## src/rtl/smb_blkbuf_pkg.sv

```systemverilog
package smb_blkbuf_pkg;

  typedef enum logic [2:0] {
    RA_STATUS = 3'd0,
    RA_CTRL   = 3'd1,
    RA_CMD    = 3'd2,
    RA_ADDR   = 3'd3,
    RA_DATA0  = 3'd4,
    RA_DATA1  = 3'd5,
    RA_BLK    = 3'd6,
    RA_AUX    = 3'd7
  } reg_addr_e;

  typedef enum logic [1:0] {
    XK_OTHER     = 2'd0,
    XK_SMB_BLOCK = 2'd1,
    XK_I2C_BLOCK = 2'd2,
    XK_RSVD      = 2'd3
  } xfer_kind_e;

  localparam int ST_DONE_BIT   = 7;
  localparam int ST_CNTERR_BIT = 3;
  localparam int CT_LAST_BIT   = 2;
  localparam int CT_START_BIT  = 6;
  localparam int AUX_BUF_BIT   = 1;

endpackage

```

## src/rtl/smb_blkbuf_ptr.sv

```systemverilog
module smb_blkbuf_ptr #(
  parameter int DEPTH = 32,
  parameter int IW    = $clog2(DEPTH + 1)
) (
  input  logic          clk,
  input  logic          rst_n,
  input  logic          clr,
  input  logic          adv,
  output logic [IW-1:0] idx,
  output logic          at_end
);

  logic [IW-1:0] idx_q;
  logic [IW-1:0] idx_d;
  logic          idx_en;

  assign at_end = (idx_q == IW'(DEPTH));
  assign idx    = idx_q;

  // next state: clear wins, advance saturates at DEPTH
  always_comb begin
    idx_d  = idx_q;
    idx_en = 1'b0;
    if (clr) begin
      idx_d  = '0;
      idx_en = 1'b1;
    end else if (adv && !at_end) begin
      idx_d  = idx_q + IW'(1);
      idx_en = 1'b1;
    end
  end

  always_ff @(posedge clk or negedge rst_n) begin
    if (!rst_n) begin
      idx_q <= '0;
    end else if (idx_en) begin
      idx_q <= idx_d;
    end
  end

endmodule

```

## src/rtl/smb_blkbuf_store.sv

```systemverilog
module smb_blkbuf_store #(
  parameter int DEPTH = 32,
  parameter int DW    = 8,
  parameter int IW    = $clog2(DEPTH + 1)
) (
  input  logic          clk,
  input  logic          we,
  input  logic [IW-1:0] waddr,
  input  logic [DW-1:0] wdata,
  input  logic [IW-1:0] raddr_a,
  output logic [DW-1:0] rdata_a,
  input  logic [IW-1:0] raddr_b,
  output logic [DW-1:0] rdata_b
);

  localparam int AW = (DEPTH > 1) ? $clog2(DEPTH) : 1;

  logic [DW-1:0] row [DEPTH];

  // one clock-enabled byte register per entry
  for (genvar g = 0; g < DEPTH; g++) begin : g_row
    logic row_en;
    assign row_en = we && (waddr == IW'(g));
    always_ff @(posedge clk) begin
      if (row_en) begin
        row[g] <= wdata;
      end
    end
  end

  // an index at DEPTH (saturated) reads as zero
  assign rdata_a = (raddr_a < IW'(DEPTH)) ? row[raddr_a[AW-1:0]] : '0;
  assign rdata_b = (raddr_b < IW'(DEPTH)) ? row[raddr_b[AW-1:0]] : '0;

endmodule

```

## src/rtl/smb_blkbuf_regs.sv

```systemverilog
module smb_blkbuf_regs
  import smb_blkbuf_pkg::*;
#(
  parameter int DW = 8
) (
  input  logic          clk,
  input  logic          rst_n,
  input  logic          reg_wr,
  input  logic          reg_rd,
  input  logic [2:0]    reg_addr,
  input  logic [DW-1:0] reg_wdata,
  input  logic [DW-1:0] blk_rdata,
  input  logic          eng_cnt_we,
  input  logic [DW-1:0] eng_cnt,
  input  logic          eng_hold_we,
  input  logic [DW-1:0] eng_hold_data,
  input  logic          done_set,
  input  logic          err_set,
  output logic [DW-1:0] reg_rdata,
  output logic          start_wr,
  output logic          ctrl_rd,
  output logic          blk_wr,
  output logic          blk_rd,
  output logic [1:0]    ctrl_kind,
  output logic          ctrl_last,
  output logic [DW-1:0] cmd_q,
  output logic [DW-1:0] addr_q,
  output logic [DW-1:0] data0_q,
  output logic [DW-1:0] data1_q,
  output logic [DW-1:0] hold_q,
  output logic          buf_en,
  output logic          byte_done,
  output logic          cnt_err
);

  logic wr_status, wr_ctrl, wr_cmd, wr_addr, wr_d0, wr_d1, wr_aux;

  assign wr_status = reg_wr && (reg_addr == RA_STATUS);
  assign wr_ctrl   = reg_wr && (reg_addr == RA_CTRL);
  assign wr_cmd    = reg_wr && (reg_addr == RA_CMD);
  assign wr_addr   = reg_wr && (reg_addr == RA_ADDR);
  assign wr_d0     = reg_wr && (reg_addr == RA_DATA0);
  assign wr_d1     = reg_wr && (reg_addr == RA_DATA1);
  assign wr_aux    = reg_wr && (reg_addr == RA_AUX);
  assign blk_wr    = reg_wr && (reg_addr == RA_BLK);
  assign blk_rd    = reg_rd && (reg_addr == RA_BLK);
  assign ctrl_rd   = reg_rd && (reg_addr == RA_CTRL);
  assign start_wr  = wr_ctrl && reg_wdata[CT_START_BIT];

  // next-state values
  logic          done_d, err_d;
  logic [DW-1:0] data0_d, hold_d;
  logic          data0_en, hold_en;

  always_comb begin
    done_d = byte_done;
    if (done_set) begin
      done_d = 1'b1;
    end else if (wr_status && reg_wdata[ST_DONE_BIT]) begin
      done_d = 1'b0;
    end
    err_d = cnt_err;
    if (err_set) begin
      err_d = 1'b1;
    end else if (wr_status && reg_wdata[ST_CNTERR_BIT]) begin
      err_d = 1'b0;
    end
    data0_en = eng_cnt_we || wr_d0;
    data0_d  = eng_cnt_we ? eng_cnt : reg_wdata;
    hold_en  = eng_hold_we || (blk_wr && !buf_en);
    hold_d   = eng_hold_we ? eng_hold_data : reg_wdata;
  end

  always_ff @(posedge clk or negedge rst_n) begin
    if (!rst_n) begin
      byte_done <= 1'b0;
      cnt_err   <= 1'b0;
    end else begin
      byte_done <= done_d;
      cnt_err   <= err_d;
    end
  end

  always_ff @(posedge clk or negedge rst_n) begin
    if (!rst_n) begin
      ctrl_kind <= 2'd0;
      ctrl_last <= 1'b0;
    end else if (wr_ctrl) begin
      ctrl_kind <= reg_wdata[1:0];
      ctrl_last <= reg_wdata[CT_LAST_BIT];
    end
  end

  always_ff @(posedge clk or negedge rst_n) begin
    if (!rst_n) begin
      cmd_q <= '0;
    end else if (wr_cmd) begin
      cmd_q <= reg_wdata;
    end
  end

  always_ff @(posedge clk or negedge rst_n) begin
    if (!rst_n) begin
      addr_q <= '0;
    end else if (wr_addr) begin
      addr_q <= reg_wdata;
    end
  end

  always_ff @(posedge clk or negedge rst_n) begin
    if (!rst_n) begin
      data0_q <= '0;
    end else if (data0_en) begin
      data0_q <= data0_d;
    end
  end

  always_ff @(posedge clk or negedge rst_n) begin
    if (!rst_n) begin
      data1_q <= '0;
    end else if (wr_d1) begin
      data1_q <= reg_wdata;
    end
  end

  always_ff @(posedge clk or negedge rst_n) begin
    if (!rst_n) begin
      hold_q <= '0;
    end else if (hold_en) begin
      hold_q <= hold_d;
    end
  end

  always_ff @(posedge clk or negedge rst_n) begin
    if (!rst_n) begin
      buf_en <= 1'b0;
    end else if (wr_aux) begin
      buf_en <= reg_wdata[AUX_BUF_BIT];
    end
  end

  // read mux
  always_comb begin
    reg_rdata = '0;
    unique case (reg_addr)
      RA_STATUS: begin
        reg_rdata[ST_DONE_BIT]   = byte_done;
        reg_rdata[ST_CNTERR_BIT] = cnt_err;
      end
      RA_CTRL: begin
        reg_rdata[1:0]         = ctrl_kind;
        reg_rdata[CT_LAST_BIT] = ctrl_last;
      end
      RA_CMD:   reg_rdata = cmd_q;
      RA_ADDR:  reg_rdata = addr_q;
      RA_DATA0: reg_rdata = data0_q;
      RA_DATA1: reg_rdata = data1_q;
      RA_BLK:   reg_rdata = buf_en ? blk_rdata : hold_q;
      RA_AUX:   reg_rdata[AUX_BUF_BIT] = buf_en;
      default:  reg_rdata = '0;
    endcase
  end

endmodule

```

## src/rtl/smb_blkbuf.sv

```systemverilog
module smb_blkbuf
  import smb_blkbuf_pkg::*;
#(
  parameter int DEPTH = 32,
  parameter int DW    = 8
) (
  input  logic          clk,
  input  logic          rst_n,
  input  logic          reg_wr,
  input  logic          reg_rd,
  input  logic [2:0]    reg_addr,
  input  logic [DW-1:0] reg_wdata,
  output logic [DW-1:0] reg_rdata,
  output logic          eng_go,
  output logic          eng_is_read,
  output logic [DW-1:0] eng_addr_byte,
  output logic [DW-1:0] eng_cmd_byte,
  output logic          eng_nack_last,
  output logic [DW-1:0] eng_len,
  input  logic          eng_tx_pop,
  output logic [DW-1:0] eng_tx_byte,
  input  logic          eng_rx_push,
  input  logic [DW-1:0] eng_rx_byte,
  output logic          eng_hold
);

  localparam int IW = $clog2(DEPTH + 1);

  // reset: asynchronous assertion, synchronous release
  logic [1:0] rst_sync_q;
  logic       rst_n_s;

  always_ff @(posedge clk or negedge rst_n) begin
    if (!rst_n) begin
      rst_sync_q <= 2'b00;
    end else begin
      rst_sync_q <= {rst_sync_q[0], 1'b1};
    end
  end
  assign rst_n_s = rst_sync_q[1];

  // register file
  logic [DW-1:0] blk_rdata, data0_q, data1_q, cmd_q, addr_q, hold_q;
  logic          start_wr, ctrl_rd, blk_wr, blk_rd;
  logic [1:0]    ctrl_kind;
  logic          ctrl_last, buf_en, byte_done, cnt_err;
  logic          cnt_take, data_push, err_set, done_set, hold_we;

  smb_blkbuf_regs #(.DW(DW)) u_regs (
    .clk           (clk),
    .rst_n         (rst_n_s),
    .reg_wr        (reg_wr),
    .reg_rd        (reg_rd),
    .reg_addr      (reg_addr),
    .reg_wdata     (reg_wdata),
    .blk_rdata     (blk_rdata),
    .eng_cnt_we    (cnt_take),
    .eng_cnt       (eng_rx_byte),
    .eng_hold_we   (hold_we),
    .eng_hold_data (eng_rx_byte),
    .done_set      (done_set),
    .err_set       (err_set),
    .reg_rdata     (reg_rdata),
    .start_wr      (start_wr),
    .ctrl_rd       (ctrl_rd),
    .blk_wr        (blk_wr),
    .blk_rd        (blk_rd),
    .ctrl_kind     (ctrl_kind),
    .ctrl_last     (ctrl_last),
    .cmd_q         (cmd_q),
    .addr_q        (addr_q),
    .data0_q       (data0_q),
    .data1_q       (data1_q),
    .hold_q        (hold_q),
    .buf_en        (buf_en),
    .byte_done     (byte_done),
    .cnt_err       (cnt_err)
  );

  // software-side and engine-side pointers
  logic [IW-1:0] sidx, eidx;
  logic          sidx_end, eidx_end, sw_adv, eng_adv;

  smb_blkbuf_ptr #(.DEPTH(DEPTH), .IW(IW)) u_sw_ptr (
    .clk    (clk),
    .rst_n  (rst_n_s),
    .clr    (ctrl_rd),
    .adv    (sw_adv),
    .idx    (sidx),
    .at_end (sidx_end)
  );

  smb_blkbuf_ptr #(.DEPTH(DEPTH), .IW(IW)) u_eng_ptr (
    .clk    (clk),
    .rst_n  (rst_n_s),
    .clr    (start_wr),
    .adv    (eng_adv),
    .idx    (eidx),
    .at_end (eidx_end)
  );

  // engine receive bookkeeping: first byte of an SMBus block read is the count
  logic need_cnt_q, need_cnt_d;
  logic below_cnt, eng_mem_we, sw_mem_we;

  assign cnt_take  = eng_rx_push && need_cnt_q;
  assign data_push = eng_rx_push && !need_cnt_q;
  assign err_set   = cnt_take && ((eng_rx_byte == '0) || (eng_rx_byte > DW'(DEPTH)));
  assign below_cnt = (ctrl_kind == XK_SMB_BLOCK) ? (DW'(eidx) < data0_q) : 1'b1;

  assign eng_mem_we = data_push && buf_en && below_cnt && !eidx_end;
  assign sw_mem_we  = blk_wr && buf_en && !sidx_end;
  assign eng_adv    = eng_mem_we || (eng_tx_pop && buf_en);
  assign sw_adv     = (blk_wr || blk_rd) && buf_en;
  assign hold_we    = data_push && !buf_en;
  assign done_set   = (data_push || eng_tx_pop) && !buf_en;

  always_comb begin
    need_cnt_d = need_cnt_q;
    if (start_wr) begin
      need_cnt_d = (reg_wdata[1:0] == XK_SMB_BLOCK) && addr_q[0];
    end else if (cnt_take) begin
      need_cnt_d = 1'b0;
    end
  end

  always_ff @(posedge clk or negedge rst_n_s) begin
    if (!rst_n_s) begin
      need_cnt_q <= 1'b0;
    end else begin
      need_cnt_q <= need_cnt_d;
    end
  end

  // shared storage: engine write has priority over a same-cycle software write
  logic          mem_we;
  logic [IW-1:0] mem_waddr;
  logic [DW-1:0] mem_wdata, eng_rdata;

  assign mem_we    = eng_mem_we || sw_mem_we;
  assign mem_waddr = eng_mem_we ? eidx : sidx;
  assign mem_wdata = eng_mem_we ? eng_rx_byte : reg_wdata;

  smb_blkbuf_store #(.DEPTH(DEPTH), .DW(DW), .IW(IW)) u_store (
    .clk     (clk),
    .we      (mem_we),
    .waddr   (mem_waddr),
    .wdata   (mem_wdata),
    .raddr_a (sidx),
    .rdata_a (blk_rdata),
    .raddr_b (eidx),
    .rdata_b (eng_rdata)
  );

  // start pulse
  logic go_q;
  always_ff @(posedge clk or negedge rst_n_s) begin
    if (!rst_n_s) begin
      go_q <= 1'b0;
    end else begin
      go_q <= start_wr;
    end
  end

  // engine-facing outputs
  logic i2c_kind;
  assign i2c_kind      = (ctrl_kind == XK_I2C_BLOCK);
  assign eng_go        = go_q;
  assign eng_is_read   = addr_q[0];
  assign eng_addr_byte = i2c_kind ? {addr_q[DW-1:1], 1'b0} : addr_q;
  assign eng_cmd_byte  = (i2c_kind && addr_q[0]) ? data1_q : cmd_q;
  assign eng_nack_last = ctrl_last && addr_q[0];
  assign eng_len       = data0_q;
  assign eng_tx_byte   = buf_en ? eng_rdata : hold_q;
  assign eng_hold      = !buf_en && byte_done;

endmodule

```

## config.mk

```make
export PLATFORM = sky130hd
export DESIGN_NAME = smb_blkbuf
export DESIGN_NICKNAME = d
export VERILOG_FILES = /design/src/rtl/smb_blkbuf_pkg.sv /design/src/rtl/smb_blkbuf_ptr.sv /design/src/rtl/smb_blkbuf_store.sv /design/src/rtl/smb_blkbuf_regs.sv /design/src/rtl/smb_blkbuf.sv
export SDC_FILE = /design/constraint.sdc
export NUM_CORES = 1
export LEC_CHECK = 0
export BUFFER_PORTS_ARGS = -buffer_cell sky130_fd_sc_hd__buf_2
export CAP_MARGIN = 20
export CORE_ASPECT_RATIO = 2
export CORE_MARGIN = 5
export CORE_UTILIZATION = 55
export DETAILED_ROUTE_END_ITERATION = 10
export PLACE_DENSITY = 0.85
export SETUP_SLACK_MARGIN = 0.1
export SLEW_MARGIN = 20
export SYNTH_ARGS = -nofsm -noshare
export SYNTH_HDL_FRONTEND = slang
export SYNTH_SLANG_ARGS = --single-unit
```

## constraint.sdc

```tcl
create_clock -name clk -period 1.8 [get_ports clk]
set_input_delay 0.09 -clock clk [delete_from_list [all_inputs] [get_ports clk]]
set_output_delay 0.09 -clock clk [all_outputs]
set_load 0.05 [all_outputs]
```

==> flow_metrics.tcl, run 1 <==
set metrics [dict create \
    worst_endpoint_kind "output port" \
    place_congestion 0.978 \
    die_w_um 131 \
    synth.top_cell.area_share 0.474 \
    ys_seq_elements 318 \
    ios 69 \
    core.rowCount 89 \
    placed_area_mm2 0.0192 \
    synth.area.top_cells "edfxtp_1 47%, mux4_2 14%, dfrtp_1 9.6%" \
    io_buffers 68 \
    yosysTopAreaCell "edfxtp_1" \
    grt_use_total 0.589 \
    syn_avg_cell_area_um2 14.7 \
    cts_made_buffers 28 \
    dpl.hpwl_um 35500 \
    synth_edf_count 256 \
    start_util 0.554 \
    seq_area_frac_synth 0.569 \
    grt_max_degree 61 \
    dieHeight_um 253 \
    cts_buffer_depth 3 \
    cts_root_buf "clkbuf_16" \
    yosysUniqueCellTypes 70 \
    htreeDepth 1 \
    synthFlopType "edfxtp_1" \
    syn_area_mm2 0.0162 \
    clkSinkCount 318 \
    postSynthNetCount 1140 \
    syn_inst 1106 \
    grt_overflow 111 \
    error_line "[ERROR GRT-0232] Routing congestion too high. Check the congestion heatmap in the GUI." \
    postGrtWorstEndpoint "reg_rdata[5]" \
    ys_async_sr_fraction 0.195 \
    status "stopped before the end" \
    yosysWarningCount 0 \
    lastStage "5_1_grt" \
]
-- what timing repair did --
item                       4_1_cts
pin swaps                       61
buffers inserted                63
hold buffers                    24
resized for setup              180
setup endpoints to repair      549
gates cloned                    13
hold endpoints to repair        54
-- logic make-up after synthesis --
group,count (synthesis),share of synthesized area
AO/OA/AOI/OAI,183,0.0766
XOR/XNOR,6,0.00324
adder cells (fa/ha/maj),9,0.00694
buffers and inverters,93,0.0294
flip-flops,318,0.569
multiplexers,235,0.238
other,1,0.000231
AND/OR/NAND/NOR,261,0.0769
-- routing by layer --
metal  GRT overflow  GRT usage
met1              1      0.574
met2             52      0.801
met3              1      0.378
met4             57      0.616
met5              0     0.0380
-- synth_stat cells, types with 5 or more instances --
cell type  count
buf_1          7
clkbuf_1      32
mux4_2       104
mux2_2        61
o21ai_0       44
mux2i_1       62
a22oi_1       26
dfrtp_1       62
edfxtp_1     256
mux4_1         6
ha_1           9
o31ai_1       19
o22ai_1       13
buf_6          6
nor3_1        14
and2_1         6
nor2_1        36
nand2b_1      13
nand3b_1       5
nand2_1      103
a21oi_1       24
xor2_1         5
a211oi_1      13
inv_1         13
buf_2         27
buf_4          5
nor2b_1       16
a22o_1         9
nand3_1       44
-- per-stage QoR --
step	instances	hold WS, ns	setup slack, ns
after CTS	1797	0.0492	-1.16
after detailed placement	1645	-0.124	-0.842
after global placement	1645	-0.125	-0.835
after floorplan	1106	-0.206	-0.590
==> run 2, diff against run 1 <==
--- a/config.mk
+++ b/config.mk
@@ -7,12 +7,10 @@
 export LEC_CHECK = 0
 export BUFFER_PORTS_ARGS = -buffer_cell sky130_fd_sc_hd__buf_2
 export CAP_MARGIN = 20
-export CORE_ASPECT_RATIO = 2
 export CORE_MARGIN = 5
-export CORE_UTILIZATION = 55
+export CORE_UTILIZATION = 40
 export DETAILED_ROUTE_END_ITERATION = 10
-export PLACE_DENSITY = 0.85
-export SETUP_SLACK_MARGIN = 0.1
+export PLACE_DENSITY_LB_ADDON = 0.15
 export SLEW_MARGIN = 20
 export SYNTH_ARGS = -nofsm -noshare
 export SYNTH_HDL_FRONTEND = slang
==> constraint.sdc (replaced) <==
create_clock -name clk -period 2.35 [get_ports clk]
set_input_delay 0.1175 -clock clk [delete_from_list [all_inputs] [get_ports clk]]
set_output_delay 0.1175 -clock clk [all_outputs]
set_load 0.05 [all_outputs]
==> run 2 against run 1 <==
The flow now finishes, with violations (negative setup slack). Synthesized cell count unchanged. Area after synthesis unchanged.
==> flow_metrics.tcl, run 2 <==
set metrics [dict create \
    drive_gt1_frac 0.542 \
    status "complete, but fails checks" \
    muxShareOfSynthArea 0.238 \
    critPathLaunchType "flip-flop" \
    regMostFlops "u_store.row" \
    cts_root_buf "clkbuf_16" \
    synth.most_common_cell "edfxtp_1" \
    first_pass_iters 7 \
    max_slew.worst_pin.slew_ns 0.858 \
    pwr-share-clk 0.232 \
    place_congestion 0.921 \
    htreeDepth 2 \
    regToRegSetupSlack_ns -0.34 \
    synth_edf_count 256 \
    r2r_cells 13 \
    fin_util 0.605 \
    whs_ns 0.0343 \
    final_cells 2030 \
    drv_cap 0 \
    grt_overflow 0 \
    syn_inst 1106 \
    p_int_mw 16.6 \
    min_period_ns 3.11 \
    clkLatencyLatePin_ns 0.56 \
    core.rowCount 73 \
    total_power_mw 26.2 \
    grt_first_pass_wirelength_um 86000 \
    r2r-start "u_eng_ptr.idx[0]" \
    holdPathStages 3 \
    drt-total-wl_um 59900 \
    synth_compound_area_frac 0.0766 \
    final_common_cell "edfxtp_1" \
    clk_pin_slew_ns 0.07 \
    synth_common_cells "256 x edfxtp_1, 104 x mux4_2, 103 x nand2_1" \
    crit_fanout 7 \
    drtAntennaViolNets 0 \
    yosysWarningCount 0 \
    finalHoldViolCount 0 \
    grt_use_total 0.264 \
    yosysTopAreaCell "edfxtp_1" \
    synth_fa_ha_area_frac 0.00694 \
    p_per_area_mw_per_mm2 1090 \
    critPathLaunch "u_sw_ptr.idx[0]" \
    fmax_mhz 321 \
    cp.required_ns 2.23 \
    ys_seq_elements 318 \
    placed_cells_incl_taps 1822 \
    synthFlopType "edfxtp_1" \
    grt.busiest_layer "met2" \
    rr_endpoint "u_store.row[29][6]" \
    worstHoldPathType "input pin to flip-flop" \
    postSynthNetCount 1140 \
    switching_power_mw 9.63 \
    grt_antenna_before_repair 0 \
    yosys.area_share.simple 0.0769 \
    vdd_ir_drop_max_mv 0.550 \
    die_w_um 211 \
    cts_tree "yes" \
    yosysUniqueCellTypes 70 \
    p_comb_frac 0.504 \
    dpl.hpwl_um 37700 \
    grt_max_degree 43 \
    layout_setup_ws_ns -0.761 \
    viasPerCell 6.08 \
    p_sw_frac 0.367 \
    first_global_vias 12300 \
    num_vias 12300 \
    cts_buffer_depth 3 \
    multiInputGateArea_mm2 0.00815 \
    final_cell_mix "256 x edfxtp_1, 166 x buf_4, 107 x mux4_2" \
    period_share 1.32 \
    ios 69 \
    ys_async_sr_fraction 0.195 \
    maxSlewViolCount 0 \
    rsz0062_at_grt "true" \
    syn_area_mm2 0.0162 \
    clkSinkCount 318 \
    area_growth_pct 48.7 \
    cts_made_buffers 38 \
    post_drt_wl_per_cell_um 29.5 \
    fp.coreArea_mm2 0.0399 \
    dieHeight_um 211 \
    antennaDiodeCount 0 \
    grtUsageMet3 0.0585 \
    arrival_ns 2.99 \
    nFillCells 2936 \
    nets 1512 \
    seq_area_frac_synth 0.569 \
    placed_area_mm2 0.0196 \
    skew_ns 0.0206 \
    synth.area.top_cells "edfxtp_1 47%, mux4_2 14%, dfrtp_1 9.6%" \
    largest_register_ffs 256 \
    worstSetupEndpointType "output pin" \
    synth.top_cell.area_share 0.474 \
    critPathKind "flip-flop to output pin" \
    grtUsageMet2 0.412 \
    final_area_mm2 0.0241 \
    remaining_drc_errors 0 \
    p_leak_nw 8.60 \
    fin_setup_tns_ns -117.61 \
    io_buffers 68 \
    dp_worst_setup_slack_ns -0.293 \
    pwr-share-seq 0.265 \
    ff_latch_area_mm2 0.00926 \
    syn_avg_cell_area_um2 14.7 \
    die-area_mm2 0.0447 \
    endpoint "reg_rdata[4]" \
    grt_use_met1 0.368 \
    setup_viol 532 \
    start_util 0.407 \
    synthXorXnorAreaFrac 0.00324 \
    slew_headroom 0.426 \
    violations "negative setup slack" \
    drt_iter0_drc 1305 \
    synth_top_family_by_area "multiplexers" \
]
## run 2: cell counts after synthesis
Identical to the previous run, type by type.
## run 2: power groups by stage
stage	sequential (mW)	combinational, mW	clock (mW)
2_1_floorplan	7.14	6.09	0
3_3_place_gp	7.01	10.1	0
3_5_place_dp	7.02	10.1	0
4_1_cts	6.92	12.4	6.18
5_1_grt	6.97	13.7	6.40
6_report	6.94	13.2	6.07
## run 2: layout make-up
cell class | instances | share of cell area
clock buffers | 46 | 0.0433
flip-flops and latches | 318 | 0.383
well taps | 525 | 0.0272
clock inverters | 21 | 0.00974
repair buffers | 410 | 0.196
multi-input cells | 697 | 0.337
inverters | 13 | 0.00244
## run 2: cell families after synthesis
family                     after synthesis
buffers and inverters                   93
adders and majority gates                9
and+or+nand+nor                        261
xor gates and xnor gates                 6
DFF                                    318
muxes                                  235
AOI/OAI and AO/OA                      183
other                                    1
## run 2: how the worst min path moves through the flow
stage | endpoint | startpoint | slack (ns)
floorplan | rst_sync_q[0] | rst_n | -0.18
detailed placement | rst_sync_q[0] | rst_n | -0.09
global route | u_regs.data0_q[2] | reg_wdata[2] | 0.01
CTS | u_regs.buf_en | reg_wr | 0.002
global placement | rst_sync_q[0] | rst_n | -0.1
finish | u_regs.buf_en | reg_wr | 0.03
## run 2: critical path: stages, from the launching register on
cell and delay [ns]:
dfrtp_4 0.54, buf_12 0.15, buf_16 0.14, mux2_2 0.28, a22oi_2 0.16, buf_4 0.15, nand2_1 0.07, a211oi_2 0.24
buf_4 0.18, a21oi_2 0.05, a211o_1 0.30, buf_6 0.17
## run 2: timing repair
action / CTS / global route
hold endpoints to repair: 37 / 0
pin swaps: 51 / 46
endpoints found under the setup margin: 533 / 534
hold buffers: 22 / 0
gates cloned: 26 / 5
setup buffers: 88 / 31
resized for setup: 245 / 112
## run 2: layer usage
| layer | part of all wire | vias up |
|---|---|---|
| met5 | 0 | - |
| met4 | 0.042 | 0 |
| met3 | 0.086 | 134 |
| met2 | 0.46 | 565 |
| met1 | 0.41 | 6444 |
| li1 | - | 5190 |
Note: power is estimated with default switching activity, not from simulation.
